$ cat config.mk
export PLATFORM = sky130hd
export DESIGN_NAME = secmem_filter
export DESIGN_NICKNAME = d
export VERILOG_FILES = /design/src/rtl/secflt_pkg.sv /design/src/rtl/secflt_regs.sv /design/src/rtl/secflt_lookup.sv /design/src/rtl/secflt_ctrl.sv /design/src/rtl/secmem_filter.sv
export SDC_FILE = /design/constraint.sdc
export NUM_CORES = 1
export LEC_CHECK = 0
export ABC_AREA = 0
export BUFFER_PORTS_ARGS = -buffer_cell sky130_fd_sc_hd__buf_2
export CORE_MARGIN = 3
export CORE_UTILIZATION = 30
export DETAILED_ROUTE_END_ITERATION = 16
export SLEW_MARGIN = 20
export SYNTH_ARGS = -nofsm -noshare
export SYNTH_HDL_FRONTEND = slang
export SYNTH_SLANG_ARGS = --single-unit
export TNS_END_PERCENT = 1
$ cat constraint.sdc
create_clock -name clk -period 4.25 [get_ports clk]
set_input_delay 0.85 -clock clk [delete_from_list [all_inputs] [get_ports clk]]
set_output_delay 0.85 -clock clk [all_outputs]
set_load 0.02 [all_outputs]
$ cat src/rtl/secflt_pkg.sv
package secflt_pkg;

    typedef enum logic [1:0] {
        PERM_SEC     = 2'b00,
        PERM_SHARED  = 2'b01,
        PERM_NS_ONLY = 2'b10,
        PERM_LOCKED  = 2'b11
    } perm_e;

    typedef struct packed {
        logic       en;
        perm_e      perm;
        logic [5:0] lg;
    } rattr_t;

    typedef enum logic [1:0] {
        ST_IDLE = 2'b00,
        ST_FWD  = 2'b01,
        ST_DENY = 2'b10
    } fst_e;

    localparam int CFG_DW = 32;

    function automatic logic perm_ok(perm_e p, logic sec);
        case (p)
            PERM_SEC:     return sec;
            PERM_SHARED:  return 1'b1;
            PERM_NS_ONLY: return !sec;
            default:      return 1'b0;
        endcase
    endfunction

    function automatic logic [CFG_DW-1:0] ctrl_pack(rattr_t a);
        return {18'b0, a.lg, 5'b0, a.perm, a.en};
    endfunction

    function automatic rattr_t ctrl_unpack(logic [CFG_DW-1:0] w);
        rattr_t a;
        a.en   = w[0];
        a.perm = perm_e'(w[2:1]);
        a.lg   = w[13:8];
        return a;
    endfunction

endpackage

$ cat src/rtl/secflt_regs.sv
module secflt_regs
    import secflt_pkg::*;
#(
    parameter int AW   = 32,
    parameter int NREG = 4,
    parameter int IW   = 4
) (
    input  logic              clk,
    input  logic              rst,
    input  logic              cfg_valid,
    input  logic              cfg_write,
    input  logic              cfg_secure,
    input  logic [IW-1:0]     cfg_idx,
    input  logic [CFG_DW-1:0] cfg_wdata,
    output logic              cfg_ack,
    output logic [CFG_DW-1:0] cfg_rdata,
    output logic              cfg_err,
    input  logic              fault_we,
    input  logic [AW-1:0]     fault_addr_in,
    output logic [AW-1:0]     base_o [NREG],
    output rattr_t            attr_o [NREG],
    output logic [AW-1:0]     fault_q
);
    localparam int FAULT_IDX = 2 * NREG;

    logic              in_rng, is_fault, ok_acc;
    logic [CFG_DW-1:0] rd_word;

    always_comb begin
        in_rng   = int'(cfg_idx) < FAULT_IDX;
        is_fault = int'(cfg_idx) == FAULT_IDX;
        ok_acc   = cfg_secure && (cfg_write ? in_rng : (in_rng || is_fault));
        rd_word  = '0;
        for (int i = 0; i < NREG; i++) begin
            if (int'(cfg_idx) == 2 * i)     rd_word[AW-1:0] = base_o[i];
            if (int'(cfg_idx) == 2 * i + 1) rd_word = ctrl_pack(attr_o[i]);
        end
        if (is_fault) rd_word[AW-1:0] = fault_q;
    end

    always_ff @(posedge clk) begin
        if (rst) begin
            cfg_ack   <= 1'b0;
            cfg_err   <= 1'b0;
            cfg_rdata <= '0;
            fault_q   <= '0;
            for (int i = 0; i < NREG; i++) begin
                base_o[i] <= '0;
                attr_o[i] <= '0;
            end
        end else begin
            cfg_ack   <= cfg_valid;
            cfg_err   <= cfg_valid && !ok_acc;
            cfg_rdata <= (cfg_valid && !cfg_write && ok_acc) ? rd_word : '0;
            if (cfg_valid && cfg_write && ok_acc) begin
                for (int i = 0; i < NREG; i++) begin
                    if (int'(cfg_idx) == 2 * i)     base_o[i] <= cfg_wdata[AW-1:0];
                    if (int'(cfg_idx) == 2 * i + 1) attr_o[i] <= ctrl_unpack(cfg_wdata);
                end
            end
            if (fault_we) fault_q <= fault_addr_in;
        end
    end

endmodule

$ cat src/rtl/secflt_lookup.sv
module secflt_lookup
    import secflt_pkg::*;
#(
    parameter int AW   = 32,
    parameter int NREG = 4
) (
    input  logic [AW-1:0] addr,
    input  logic          secure,
    input  logic [AW-1:0] base [NREG],
    input  rattr_t        attr [NREG],
    output logic          allow
);
    logic [NREG-1:0] hit;

    for (genvar g = 0; g < NREG; g++) begin : g_cmp
        logic [AW-1:0] mask;
        assign mask     = {AW{1'b1}} << attr[g].lg;
        assign hit[g]   = attr[g].en && (((addr ^ base[g]) & mask) == '0);
    end

    always_comb begin
        allow = secure;
        for (int i = 0; i < NREG; i++) begin
            if (hit[i]) allow = perm_ok(attr[i].perm, secure);
        end
    end

endmodule

$ cat src/rtl/secflt_ctrl.sv
module secflt_ctrl
    import secflt_pkg::*;
#(
    parameter int DW = 32
) (
    input  logic          clk,
    input  logic          rst,
    input  logic          req_valid,
    output logic          req_ready,
    input  logic          allow,
    output logic          dn_valid,
    input  logic          dn_ready,
    input  logic          dn_rsp_valid,
    input  logic [DW-1:0] dn_rsp_rdata,
    input  logic          dn_rsp_err,
    output logic          rsp_valid,
    output logic [DW-1:0] rsp_rdata,
    output logic          rsp_err,
    output logic          abort,
    output logic          fault_we
);
    fst_e st, st_nx;
    logic idle;

    assign idle      = (st == ST_IDLE);
    assign dn_valid  = req_valid && idle && allow;
    assign fault_we  = req_valid && idle && !allow;
    assign req_ready = idle && (!allow || dn_ready);
    assign abort     = (st == ST_DENY);

    always_comb begin
        st_nx     = st;
        rsp_valid = 1'b0;
        rsp_rdata = '0;
        rsp_err   = 1'b0;
        case (st)
            ST_IDLE: begin
                if (fault_we)                   st_nx = ST_DENY;
                else if (dn_valid && dn_ready)  st_nx = ST_FWD;
            end
            ST_FWD: begin
                rsp_valid = dn_rsp_valid;
                rsp_rdata = dn_rsp_rdata;
                rsp_err   = dn_rsp_err;
                if (dn_rsp_valid) st_nx = ST_IDLE;
            end
            ST_DENY: begin
                rsp_valid = 1'b1;
                rsp_err   = 1'b1;
                st_nx     = ST_IDLE;
            end
            default: st_nx = ST_IDLE;
        endcase
    end

    always_ff @(posedge clk) begin
        if (rst) st <= ST_IDLE;
        else     st <= st_nx;
    end

endmodule

$ cat src/rtl/secmem_filter.sv
module secmem_filter
    import secflt_pkg::*;
#(
    parameter int AW     = 32,
    parameter int DW     = 32,
    parameter int NREG   = 4,
    parameter int IW     = $clog2(2 * NREG + 1)
) (
    input  logic              clk,
    input  logic              rst,
    input  logic              req_valid,
    output logic              req_ready,
    input  logic [AW-1:0]     req_addr,
    input  logic              req_write,
    input  logic [DW-1:0]     req_wdata,
    input  logic              req_secure,
    output logic              rsp_valid,
    output logic [DW-1:0]     rsp_rdata,
    output logic              rsp_err,
    output logic              abort,
    output logic              dn_valid,
    input  logic              dn_ready,
    output logic [AW-1:0]     dn_addr,
    output logic              dn_write,
    output logic [DW-1:0]     dn_wdata,
    output logic              dn_secure,
    input  logic              dn_rsp_valid,
    input  logic [DW-1:0]     dn_rsp_rdata,
    input  logic              dn_rsp_err,
    input  logic              cfg_valid,
    input  logic              cfg_write,
    input  logic              cfg_secure,
    input  logic [IW-1:0]     cfg_idx,
    input  logic [CFG_DW-1:0] cfg_wdata,
    output logic              cfg_ack,
    output logic [CFG_DW-1:0] cfg_rdata,
    output logic              cfg_err
);
    logic [AW-1:0] base_q [NREG];
    rattr_t        attr_q [NREG];
    logic [AW-1:0] fault_addr_q;
    logic          allow, fault_we;

    assign dn_addr   = req_addr;
    assign dn_write  = req_write;
    assign dn_wdata  = req_wdata;
    assign dn_secure = req_secure;

    secflt_regs #(.AW(AW), .NREG(NREG), .IW(IW)) u_regs (
        .clk(clk), .rst(rst),
        .cfg_valid(cfg_valid), .cfg_write(cfg_write), .cfg_secure(cfg_secure),
        .cfg_idx(cfg_idx), .cfg_wdata(cfg_wdata),
        .cfg_ack(cfg_ack), .cfg_rdata(cfg_rdata), .cfg_err(cfg_err),
        .fault_we(fault_we), .fault_addr_in(req_addr),
        .base_o(base_q), .attr_o(attr_q), .fault_q(fault_addr_q)
    );

    secflt_lookup #(.AW(AW), .NREG(NREG)) u_lookup (
        .addr(req_addr), .secure(req_secure),
        .base(base_q), .attr(attr_q), .allow(allow)
    );

    secflt_ctrl #(.DW(DW)) u_ctrl (
        .clk(clk), .rst(rst),
        .req_valid(req_valid), .req_ready(req_ready), .allow(allow),
        .dn_valid(dn_valid), .dn_ready(dn_ready),
        .dn_rsp_valid(dn_rsp_valid), .dn_rsp_rdata(dn_rsp_rdata), .dn_rsp_err(dn_rsp_err),
        .rsp_valid(rsp_valid), .rsp_rdata(rsp_rdata), .rsp_err(rsp_err),
        .abort(abort), .fault_we(fault_we)
    );

endmodule

# ---- Word-level counts from Yosys, hierarchy flattened
# Cells that the tools add are included.
# W data, S select, Z words.
dict set report op_classes {
  n_mux 25
  eq_ne 20
  shifts 4
  order_cmp 1
  n_reduce_logical 41
  bitwise 9
}
# cell n
set ops {}
lappend ops {{$mux W32} 10}
lappend ops {{$and A32 B32 Y32} 4}
lappend ops {{$logic_not A32 Y1} 4}
lappend ops {{$shl A32 B6 Y32 const A} 4}
lappend ops {{$xor A32 B32 Y32} 4}
lappend ops {{$eq A4 B4 Y1 const B} 5}
lappend ops {{$reduce_and A2 Y1} 9}
lappend ops {{$logic_and A1 B1 Y1} 15}
lappend ops {{$pmux W1 S3} 4}
lappend ops {{$eq A2 B1 Y1 const B} 5}
lappend ops {{$eq A2 B2 Y1 const B} 5}
lappend ops {{$logic_not A2 Y1} 5}
lappend ops {{$eq A4 B3 Y1 const B} 2}
lappend ops {{$mux W2} 3}
lappend ops {{$mux W1} 5}
lappend ops {{$eq A4 B2 Y1 const B} 1}
lappend ops {{$logic_not A1 Y1} 4}
lappend ops {{$logic_not A4 Y1} 1}
lappend ops {{$lt A4 B4 Y1 const B} 1}
lappend ops {{$pmux W1 S2} 2}
lappend ops {{$pmux W2 S2} 1}
lappend ops {{$ne A3 B3 Y1 const B} 1}
lappend ops {{$logic_or A1 B1 Y1} 2}
lappend ops {{$ne A2 B2 Y1 const B} 1}
lappend ops {{other kinds (2)} 2}
dict set report word_totals {
  out_inout_bits 137
  reg_bits 232
}

# ---- Depth between registers and ports, before layout
# Gate-level depths: netlist of run 1.
dict set report logic_depth {
  ltp_word 13
  mapped_depth 13
}

# ---- Hierarchy
# A second synthesis of run 1 with hierarchy kept.
dict set report hier_totals {
  cells_unflattened 1598
  area_unflattened_um2 12808.5
}
# module cells_each n_inst area_each_um2
set by_module_without_submodules {}
lappend by_module_without_submodules {secflt_regs 1084 1 9241.4}
lappend by_module_without_submodules {secflt_lookup 388 1 2665.1}
lappend by_module_without_submodules {secmem_filter 66 1 495.5}
lappend by_module_without_submodules {secflt_ctrl 60 1 406.6}

# ---- Worst setup path after synthesis of run 1
# OpenSTA, ideal clock, no wires.
dict set report synth_path {
  path_type {input to output}
  from {input port req_addr[2]}
  to {output port dn_valid}
  t_arrival_ns 2.953
  required_time_ns 3.400
  slack_ns 0.447
  cell_stages 10
  path_cell_list {clkbuf_1 -> xnor2_1 -> o21ai_1 -> a211oi_1 -> a21oi_1 -> or3_1 -> a21oi_1 -> mux2i_1 -> nand2_1 -> nor2_1}
}
dict set report synth_via {
  elab_chain_len 9
  elab_cells_between_ends 21
  cone_classes {mux: 4; bitwise: 8; reduce/logical: 9}
}
# item line
set synth_rtl {}
lappend synth_rtl {{start: declaration} secmem_filter.sv:13} ;# input logic [AW-1:0] req_addr,
lappend synth_rtl {{$xor A32 B32 Y32} secflt_lookup.sv:18} ;# assign hit[g] = attr[g].en && (((addr ^ base[g]) & mask) == '0);
lappend synth_rtl {{$and A32 B32 Y32} secflt_lookup.sv:18}
lappend synth_rtl {{$logic_not A32 Y1} secflt_lookup.sv:18}
lappend synth_rtl {{$logic_and A1 B1 Y1} secflt_lookup.sv:18}
lappend synth_rtl {{$mux W1 (3 in a row)} secflt_lookup.sv:24} ;# if (hit[i]) allow = perm_ok(attr[i].perm, secure);
lappend synth_rtl {{$mux W1 *} secflt_lookup.sv:24}
lappend synth_rtl {{$logic_and A1 B1 Y1 *} secflt_ctrl.sv:26} ;# assign dn_valid = req_valid && idle && allow;
lappend synth_rtl {{end: declaration} secmem_filter.sv:21} ;# output logic dn_valid,
# Mark *: on every way between the ends. The rest lies on a longest branch, timed or not.

# ---- Worst setup path after layout of run 1
dict set report layout_path {
  from {register u_regs.attr_o[27] in the netlist's numbering}
  to {output port req_ready}
}
dict set report layout_via {
  elab_chain_len 11
}
# item line
set layout_rtl {}
lappend layout_rtl {{start: declaration} secflt_regs.sv:21} ;# output rattr_t attr_o [NREG],
lappend layout_rtl {{$shl A32 B6 Y32} secflt_lookup.sv:17} ;# assign mask = {AW{1'b1}} << attr[g].lg;
lappend layout_rtl {{$and A32 B32 Y32} secflt_lookup.sv:18}
lappend layout_rtl {{$logic_not A32 Y1} secflt_lookup.sv:18}
lappend layout_rtl {{$logic_and A1 B1 Y1} secflt_lookup.sv:18}
lappend layout_rtl {{$mux W1 (4 in a row)} secflt_lookup.sv:24}
lappend layout_rtl {{$logic_not A1 Y1} secflt_ctrl.sv:28} ;# assign req_ready = idle && (!allow || dn_ready);
lappend layout_rtl {{$logic_or A1 B1 Y1} secflt_ctrl.sv:28}
lappend layout_rtl {{$logic_and A1 B1 Y1} secflt_ctrl.sv:28}
lappend layout_rtl {{end: declaration} secmem_filter.sv:12} ;# output logic req_ready,
# No other way between the ends.

==> results of run 1 <==
[synthesized netlist by cell type, types with 4 or more instances]
cell | number | area share (%)
nor3_1 | 9 | 0.35
nor4_1 | 4 | 0.20
xor2_1 | 66 | 4.5
a21oi_1 | 169 | 6.6
dfxtp_1 | 232 | 36
a211oi_1 | 4 | 0.23
a221oi_1 | 17 | 1.2
xnor2_1 | 66 | 4.5
o211ai_1 | 4 | 0.23
nand4_1 | 7 | 0.34
buf_2 | 18 | 0.70
nand2b_1 | 4 | 0.20
nand2_1 | 332 | 9.7
a21o_1 | 5 | 0.29
a31oi_1 | 31 | 1.5
and2_1 | 38 | 1.9
nor2_1 | 106 | 3.1
o31ai_1 | 6 | 0.35
or3_1 | 5 | 0.24
inv_1 | 11 | 0.32
buf_6 | 22 | 1.9
nand4b_1 | 4 | 0.27
nand3_1 | 6 | 0.23
nor2b_1 | 10 | 0.49
o21ai_0 | 46 | 1.8
o21ai_1 | 8 | 0.31
a22oi_1 | 52 | 3.0
mux2i_1 | 87 | 6.8
o22ai_1 | 4 | 0.20
and3_1 | 6 | 0.29
clkbuf_1 | 92 | 2.7
buf_4 | 76 | 4.5
[cell type report]
cell class / instances / area share (%)
flip-flops and latches: 232 / 31.4
well taps: 539 / 4.56
clock inverters: 10 / 0.888
clock buffers: 41 / 5.55
multi-input cells: 1150 / 46.3
inverters: 11 / 0.279
repair buffers: 279 / 10.9
[how the worst max path moves through the flow]
| stage | cells after the start | from | endpoint | slack [ns] |
|---|---|---|---|---|
| global placement | 12 | req_addr[2] | req_ready | 0.0007 |
| detailed placement | 12 | req_addr[2] | req_ready | 0.01 |
| floorplan | 10 | req_addr[2] | dn_valid | 0.45 |
| CTS | 11 | u_regs.attr_o[2]$_SDFFE_PP0P_ | req_ready | 0.02 |
| global route | 11 | u_regs.attr_o[20]$_SDFFE_PP0P_ | req_ready | 0.002 |
| finish | 10 | u_regs.attr_o[27]$_SDFFE_PP0P_ | req_ready | 0.10 |
[power by group]
part | switching (mW) | internal (mW)
Clock | 0.993 | 1.51
Combinational | 0.331 | 0.175
Sequential | 0.0149 | 2.20
Total | 1.34 | 3.89
[per-stage QoR]
step | power, mW | std cells | util (%) | hold slack, ns | setup slack (ns)
global route | 5.39 | 2262 | 35.2 | 0.501 | 0.00162
floorplan | 2.64 | 1609 | - | 0.458 | 0.447
global placement | 2.75 | 2211 | 32.8 | 0.463 | 0.000711
CTS | 5.26 | 2262 | 35.1 | 0.481 | 0.0245
detailed placement | 2.76 | 2211 | 32.8 | 0.473 | 0.0148
finish | 5.22 | 2262 | 35.2 | 0.481 | 0.103
[worst max-delay path, cell delays in order (launching register included)]
cell and delay (ns):
dfxtp_2 0.45, o21a_1 0.24, o21ai_1 0.21, a2111oi_4 0.38
a41oi_2 0.23, nor3_1 0.23, a32oi_1 0.12, a2111o_1 0.44
nand2_2 0.14, o21a_1 0.13, buf_2 0.16
[per-layer routing]
metal  vias to the layer above  GRT usage, %  part of all wire (%)
met3                        86          3.16                   6.1
met2                       483          36.4                    48
met4                         0          5.41                   2.7
met1                      5801          28.3                    43
li1                       5588             -                     -
met5                         -             0                     0
[state kept, by name, summed over array words and instances (netlist names)]
signal            cells
u_regs.cfg_ack        1
u_regs.fault_q       32
u_regs.base_o       128
u_regs.cfg_rdata     32
u_regs.cfg_err        1
u_regs.attr_o        36
u_ctrl.st             2
[logic make-up after synthesis]
kind of cell / after synthesis
AOI/OAI and AO/OA: 387
xor gates and xnor gates: 132
adders and majority gates: 4
buffers and inverters: 227
DFF: 232
muxes: 88
and+or+nand+nor: 539
[what timing repair did]
action                     in CTS  in global routing
setup endpoints to repair       2                  2
resized for setup              10                 10
pin swaps                       1                  1
==> flow_metrics.tcl, run 1 <==
set metrics [dict create \
    timing.final.crit_share_pct 97.6 \
    netlist_area_um2 12800 \
    clk_pin_slew_worst_paths_ns 0.07 \
    hold_end "u_regs.base_o[28]$_SDFFE_PP0P_" \
    die_x_um 213 \
    wl_um 49900 \
    routabilityCongestion 1.00 \
    drtIter0Drc 1236 \
    synth_cells 1609 \
    muxShareOfSynthArea_pct 6.98 \
    synth_compound_area_share_pct 18.7 \
    grt_pass1_vias 11400 \
    multi_input_area_um2 6860 \
    pin_count 280 \
    powerDensity_nw_per_um2 353 \
    finalNetCount 1848 \
    r2r_slack_ns 1.02 \
    syn_avg_cell_area_um2 7.96 \
    ys_types 68 \
    fill_cells 4451 \
    synthAdderAreaFrac_pct 0.371 \
    hpwl_um 35900 \
    synthSimpleGateAreaFrac_pct 17.8 \
    async_flop_share_pct 0 \
    hold_class "reg -> reg" \
    firstDrtPassIters 8 \
    p_leak_nw 5.63 \
    initial_utilization_pct 30.5 \
    postCtsSetupRepairBufs 0 \
    synthXorXnorAreaFrac_pct 9.03 \
    diodes 0 \
    post_dp_cell_area_um2 13800 \
    ff_latch_area_um2 4650 \
    clk_latency_ns 0.57 \
    core_um2 42000 \
    die_y_um 213 \
    fmax_mhz 241 \
    criticalPathCategory "reg -> out" \
    wl_per_cell_um 22.0 \
    fin_tns_setup_ns 0 \
    final_cell_mix "331 x nand2_1, 225 x dfxtp_1, 212 x buf_2" \
    crit_fanout 8 \
    fin_area_um2 14800 \
    reg2reg_from "u_regs.attr_o[27]$_SDFFE_PP0P_" \
    ant_nets 0 \
    grt_max_degree 72 \
    syn_nets 1755 \
    ys.flop_type "dfxtp_1" \
    die_area_um2 45200 \
    io_buffers 213 \
    clockRootBuffer "clkbuf_16" \
    max-vdd-ir-drop_v 0.000251 \
    synth_top_family_by_area "compound AO/OA/AOI/OAI gates" \
    required_ns 3.40 \
    area_growth_pct 15.6 \
    crit_arrival_ns 3.30 \
    finClkSkew_ns 0.0211 \
    slew_headroom_pct 43.5 \
    worstRegToRegCells 11 \
    slew_viol_final 0 \
    hold_buffers 0 \
    cts_buffer_depth 3 \
    grt_pass1_wl_um 73400 \
    cts.sinks 232 \
    row_count 75 \
    min_path_cells 2 \
    yosysSeqAreaShare_pct 36.3 \
    layout_commonest_cell "nand2_1" \
    cts.htree.levels 1 \
    cts_tree "done" \
    hold_viol 0 \
    ys_ff_latch 232 \
    rr_endpoint "u_regs.fault_q[11]$_SDFFE_PP0P_" \
    min_from "u_regs.base_o[28]$_SDFFE_PP0P_" \
    synth-edff-count 0 \
    numCtsBuffers 28 \
    end_kind "output pin" \
    grt.total_usage_pct 21.3 \
    drc 0 \
    rsz0062_at_grt "no" \
    viasPerCell 5.29 \
    grt-ovfl-total 0 \
    finalSetupViolCount 0 \
    antenna_found_initial 0 \
    status "finished clean" \
    ys.warnings.count 0 \
    maxCapViolations 0 \
    num_vias 12000 \
    tightestPinTransition_ns 0.847 \
    cp-start-kind "flip-flop" \
    min_period_ns 4.15 \
    drive_gt1_share_pct 20.4 \
]
Note: power is estimated with default switching activity, not from simulation.
==> run 2: changes to the inputs <==
--- a/config.mk
+++ b/config.mk
@@ -10,7 +10,7 @@
 export CORE_MARGIN = 3
 export CORE_UTILIZATION = 30
 export DETAILED_ROUTE_END_ITERATION = 16
-export SLEW_MARGIN = 20
+export RECOVER_POWER = 100
 export SYNTH_ARGS = -nofsm -noshare
 export SYNTH_HDL_FRONTEND = slang
 export SYNTH_SLANG_ARGS = --single-unit
==> run 2 against run 1 <==
  * The flow now finishes with violations (capacitance limit, slew limit)
  * Sequential power hardly changed
  * Global-route usage did not move
  * Wire length up 0.22%
  * Final cell count unchanged
  * Register-to-register slack worse by 0.72 ns
  * Flip-flop and latch count did not move
  * Critical path depth unchanged
  * Critical endpoint unchanged
==> flow_metrics.tcl, run 2 (same netlist as run 1, synthesis figures left out) <==
set metrics [dict create \
    clk_latency_ns 0.57 \
    largest-register "u_regs.base_o" \
    grt_pass1_wl_um 73400 \
    finalNetCount 1848 \
    hold_viol 0 \
    max-vdd-ir-drop_v 0.000249 \
    antenna_found_initial 0 \
    fmax_mhz 245 \
    cts_tree "done" \
    end_kind "output pin" \
    clk_pin_slew_worst_paths_ns 0.07 \
    setup.worst_path.start "u_regs.attr_o[27]$_SDFFE_PP0P_" \
    p_leak_nw 5.29 \
    grt_pass1_vias 11400 \
    placed_cells 2211 \
    maxCapViolations 1 \
    reg.largest.list "u_regs.base_o (128), u_regs.attr_o (36)" \
    instances_no_fill 2262 \
    drc 0 \
    fin_hold_ws_ns 0.480 \
    cp-start-kind "flip-flop" \
    largest_register_ffs 128 \
    timing.final.crit_share_pct 96.1 \
    powerDensity_nw_per_um2 356 \
    status "finished, violations left" \
    final_core_util_pct 34.9 \
    initial_utilization_pct 30.5 \
    crit_arrival_ns 3.23 \
    cts.sinks 232 \
    drive_gt1_share_pct 15.3 \
    rsz0062_at_grt "no" \
    reg2reg_from "u_regs.attr_o[27]$_SDFFE_PP0P_" \
    viasPerCell 5.28 \
    slew_headroom_pct -120 \
    min_from "u_regs.base_o[28]$_SDFFE_PP0P_" \
    clockRootBuffer "clkbuf_16" \
    finClkSkew_ns 0.0203 \
    grt-ovfl-total 0 \
    cts_buffer_depth 3 \
    criticalPathCategory "reg -> out" \
    hold_buffers 0 \
    numCtsBuffers 28 \
    die_x_um 213 \
    ant_nets 0 \
    io_buffers 213 \
    violations "capacitance limit, slew limit" \
    layout_commonest_cell "nand2_1" \
    grt.total_usage_pct 21.3 \
    final_cell_mix "331 x nand2_1, 225 x dfxtp_1, 168 x a21oi_1" \
    slew_viol_final 69 \
    pin_count 280 \
    core_um2 42000 \
    num_vias 12000 \
    die_y_um 213 \
    drtIter0Drc 1142 \
    cts.htree.levels 1 \
    required_ns 3.40 \
    wl_per_cell_um 22.1 \
    wl_um 50000 \
    hpwl_um 35900 \
    routabilityCongestion 1.00 \
    firstDrtPassIters 7 \
    tightestPinTransition_ns 3.29 \
    fin_tns_setup_ns 0 \
    crit_fanout 8 \
    min_period_ns 4.08 \
    area_growth_pct 14.4 \
    hold_class "reg -> reg" \
    row_count 75 \
    fill_cells 4483 \
    diodes 0 \
    postCtsSetupRepairBufs 0 \
    die_area_um2 45200 \
    finalSetupViolCount 0 \
    grt_max_degree 72 \
]
## run 2: changes by cell type in the layout (fill, tap and decap cells not counted), moves of 3 or more
| cell | change |
|---|---|
| and2_0 | +18 |
| and2_1 | -18 |
| buf_2 | -84 |
| buf_4 | -4 |
| clkbuf_1 | +86 |
| clkbuf_4 | +3 |
## run 2: layer usage
metal | wire [um] | vias up | GRT usage, %
met3 | 3090 | 85 | 3.16
met1 | 21600 | 5793 | 28.3
met5 | 0 | - | 0
li1 | - | 5584 | -
met4 | 1350 | 0 | 5.41
met2 | 24000 | 489 | 36.4
## run 2: final cells by class
class                           instances  area (um2)  area share [%]
Multi-Input combinational cell       1150        6850            46.7
Sequential cell                       232        4650            31.8
Tap cell                              539         674            4.60
Timing Repair Buffer                  279        1490            10.1
Clock inverter                         10         131           0.897
Inverter                               11        41.3           0.282
Clock buffer                           41         821            5.60
## run 2: final timing paths
path	end	slack [ns]	cells past startpoint
worst max-delay path	req_ready	0.17	10
worst min-delay path	u_regs.base_o[28]$_SDFFE_PP0P_	0.48	2
worst max register to register	u_regs.fault_q[25]$_SDFFE_PP0P_	0.30	11
worst min register to register	u_regs.base_o[28]$_SDFFE_PP0P_	0.48	2
## run 2: worst max-delay path, stage by stage (launching register included)
cell and delay (ns):
dfxtp_2 0.44, o21a_1 0.22, o21ai_1 0.20, a2111oi_4 0.38, a41oi_2 0.23, nor3_1 0.23, a32oi_1 0.12, a2111o_1 0.41
nand2_2 0.13, o21a_1 0.13, buf_2 0.16
## run 2: timing repair
action	in CTS	in global routing
pin swaps	1	1
resized for setup	10	10
setup endpoints to repair	2	2
## run 2: power by group
part	total, mW	internal [mW]	switching (mW)
Combinational	0.496	0.166	0.331
Sequential	2.21	2.20	0.0149
Clock	2.51	1.51	0.996
Total	5.22	3.88	1.34
## run 2: per-stage QoR
stage | area, um2 | total power [mW] | setup slack, ns
6_report | 14700 | 5.22 | 0.167
2_1_floorplan | 12800 | 2.64 | 0.447
3_5_place_dp | 13800 | 2.76 | 0.0148
3_3_place_gp | 13800 | 2.75 | 0.000711
4_1_cts | 14800 | 5.26 | 0.0245
5_1_grt | 14700 | 5.38 | 0.0300
==> run 3: changes to the inputs <==
--- a/config.mk
+++ b/config.mk
@@ -10,6 +10,7 @@
 export CORE_MARGIN = 3
 export CORE_UTILIZATION = 30
 export DETAILED_ROUTE_END_ITERATION = 16
+export PLACE_DENSITY = 0.54
 export RECOVER_POWER = 100
 export SYNTH_ARGS = -nofsm -noshare
 export SYNTH_HDL_FRONTEND = slang
==> run 3 against run 2 <==
  * The run still ends with capacitance limit, slew limit left
  * Sequential share of layout area increased by 0.12 points
  * Combinational power about the same
  * Critical path depth is 2 higher
  * Wire length shrank 0.80%
  * Die area is the same
  * Critical path type is now in -> out
  * Flip-flop and latch count unchanged
  * Register-to-register slack better by 0.15 ns
  * First-iteration DRC count increased by 1.7%
  * Highest routed layer unchanged
  * Clock-buffer cell count down 2
==> flow_metrics.tcl, run 3 (same netlist as run 1, synthesis figures left out) <==
set metrics [dict create \
    min_period_ns 4.19 \
    fin_tns_setup_ns 0 \
    grt.total_usage_pct 21.3 \
    wl_um 49600 \
    criticalPathCategory "in -> out" \
    finalNetCount 1854 \
    cp-start-kind "input port" \
    ff_latch_area_um2 4670 \
    tightestPinTransition_ns 2.09 \
    hold_viol 0 \
    numCtsBuffers 28 \
    clk_latency_ns 0.56 \
    pin_count 280 \
    die_x_um 213 \
    final_cell_mix "331 x nand2_1, 222 x dfxtp_1, 169 x a21oi_1" \
    violations "capacitance limit, slew limit" \
    reg.largest.list "u_regs.base_o (128), u_regs.attr_o (36)" \
    slew_viol_final 118 \
    max-vdd-ir-drop_v 0.000261 \
    total_power_mw 5.17 \
    fill_cells 4480 \
    ant_nets 0 \
    diodes 0 \
    timing.final.crit_share_pct 98.6 \
    hold_buffers 0 \
    met2_usage_pct 34.6 \
    status "finished, violations left" \
    required_ns 3.40 \
    cts.htree.levels 1 \
    cts.sinks 232 \
    powerDensity_nw_per_um2 353 \
    end_kind "output pin" \
    area_growth_pct 14.3 \
    largest_register_ffs 128 \
    busiest_layer "met2" \
    p_leak_nw 5.29 \
    grt_pass1_vias 11600 \
    grt-ovfl-total 0 \
    core_um2 42000 \
    num_vias 11800 \
    drive_gt1_share_pct 15.6 \
    finalSetupViolCount 0 \
    crit_fanout 4 \
    r2r_slack_ns 0.45 \
    viasPerCell 5.22 \
    dp_slack_ns 0.0557 \
    drc 0 \
    grtUsageMet1_pct 27.9 \
    fin_ws_ns 0.0594 \
    clk_pin_slew_worst_paths_ns 0.06 \
    grt_max_degree 92 \
    placed_cells 2217 \
    io_buffers 213 \
    drtIter0Drc 1161 \
    hpwl_um 35400 \
    initial_utilization_pct 30.5 \
    row_count 75 \
    die_area_um2 45200 \
    multi_input_area_um2 6840 \
    maxCapViolations 2 \
    layout_commonest_cell "nand2_1" \
    firstDrtPassIters 6 \
    instances_no_fill 2266 \
    routabilityCongestion 0.964 \
    slew_headroom_pct -39.1 \
    die_y_um 213 \
    grt_pass1_wl_um 73200 \
    use_met3_pct 4.72 \
    fmax_mhz 239 \
    wl_per_cell_um 21.9 \
    clockRootBuffer "clkbuf_16" \
    cts_tree "done" \
    crit_arrival_ns 3.34 \
    finClkSkew_ns 0.0197 \
    antenna_found_initial 0 \
    largest-register "u_regs.base_o" \
    hold_class "reg -> reg" \
    cts_buffer_depth 3 \
]
==> run 3: changes by cell type in the layout (fill, tap and decap cells not counted), moves of 2 or more <==
cell	change
clkbuf_2	+8
clkbuf_8	+2
a21oi_2	-2
dfxtp_1	-3
dfxtp_4	+4
and2_0	+2
buf_12	-2
and2_1	-2
clkbuf_4	-3
==> run 3: path summary, 6_finish.rpt <==
check,start,to,cells after the start
worst max-delay path,req_addr[6],req_ready,12
worst min-delay path,u_regs.base_o[87]$_SDFFE_PP0P_,u_regs.base_o[87]$_SDFFE_PP0P_,2
worst max register to register,u_regs.attr_o[11]$_SDFFE_PP0P_,u_regs.fault_q[0]$_SDFFE_PP0P_,12
worst min register to register,u_regs.base_o[87]$_SDFFE_PP0P_,u_regs.base_o[87]$_SDFFE_PP0P_,2
==> run 3: per-layer routing <==
metal  up-vias  wire [um]
met5         -          0
li1       5604          -
met4         0       1880
met2       446      23200
met1      5683      21300
met3       101       3220
==> run 3: what timing repair did <==
action,4_1_cts,5_1_grt
buffers inserted,0,0
gates resized for setup,12,13
pin swaps,0,3
setup endpoints to repair,2,2
==> run 3: worst max-delay path: stages <==
cell and delay, ns:
buf_2 0.13, buf_4 0.16, xor2_1 0.16, a222oi_1 0.48
nand4_1 0.28, and3_1 0.27, a2111oi_2 0.34, mux2i_1 0.12
buf_4 0.17, nand2_2 0.11, o21a_1 0.12, buf_2 0.16
==> run 3: layout make-up <==
type | count | area share [%]
clock buffers | 39 | 5.69
clock inverters | 10 | 0.743
inverters | 11 | 0.282
multi-input cells | 1150 | 46.7
flip-flops and latches | 232 | 31.9
well taps | 539 | 4.61
repair buffers | 285 | 10.1
==> run 3: per-stage QoR <==
stage          area, um2  util, %  hold WS, ns
2_1_floorplan      12800        -        0.458
3_3_place_gp       13800     32.8        0.468
3_5_place_dp       13800     32.8        0.473
4_1_cts            14800     35.1        0.482
5_1_grt            14600     34.8        0.496
6_report           14600     34.8        0.480
==> run 3: power breakdown <==
part           leakage, nW  total [mW]  switching, mW  internal [mW]
Sequential            1.88        2.21         0.0145           2.19
Clock                0.463        2.46          0.980           1.48
Combinational         2.95       0.499          0.329          0.169
Total                 5.29        5.17           1.32           3.84
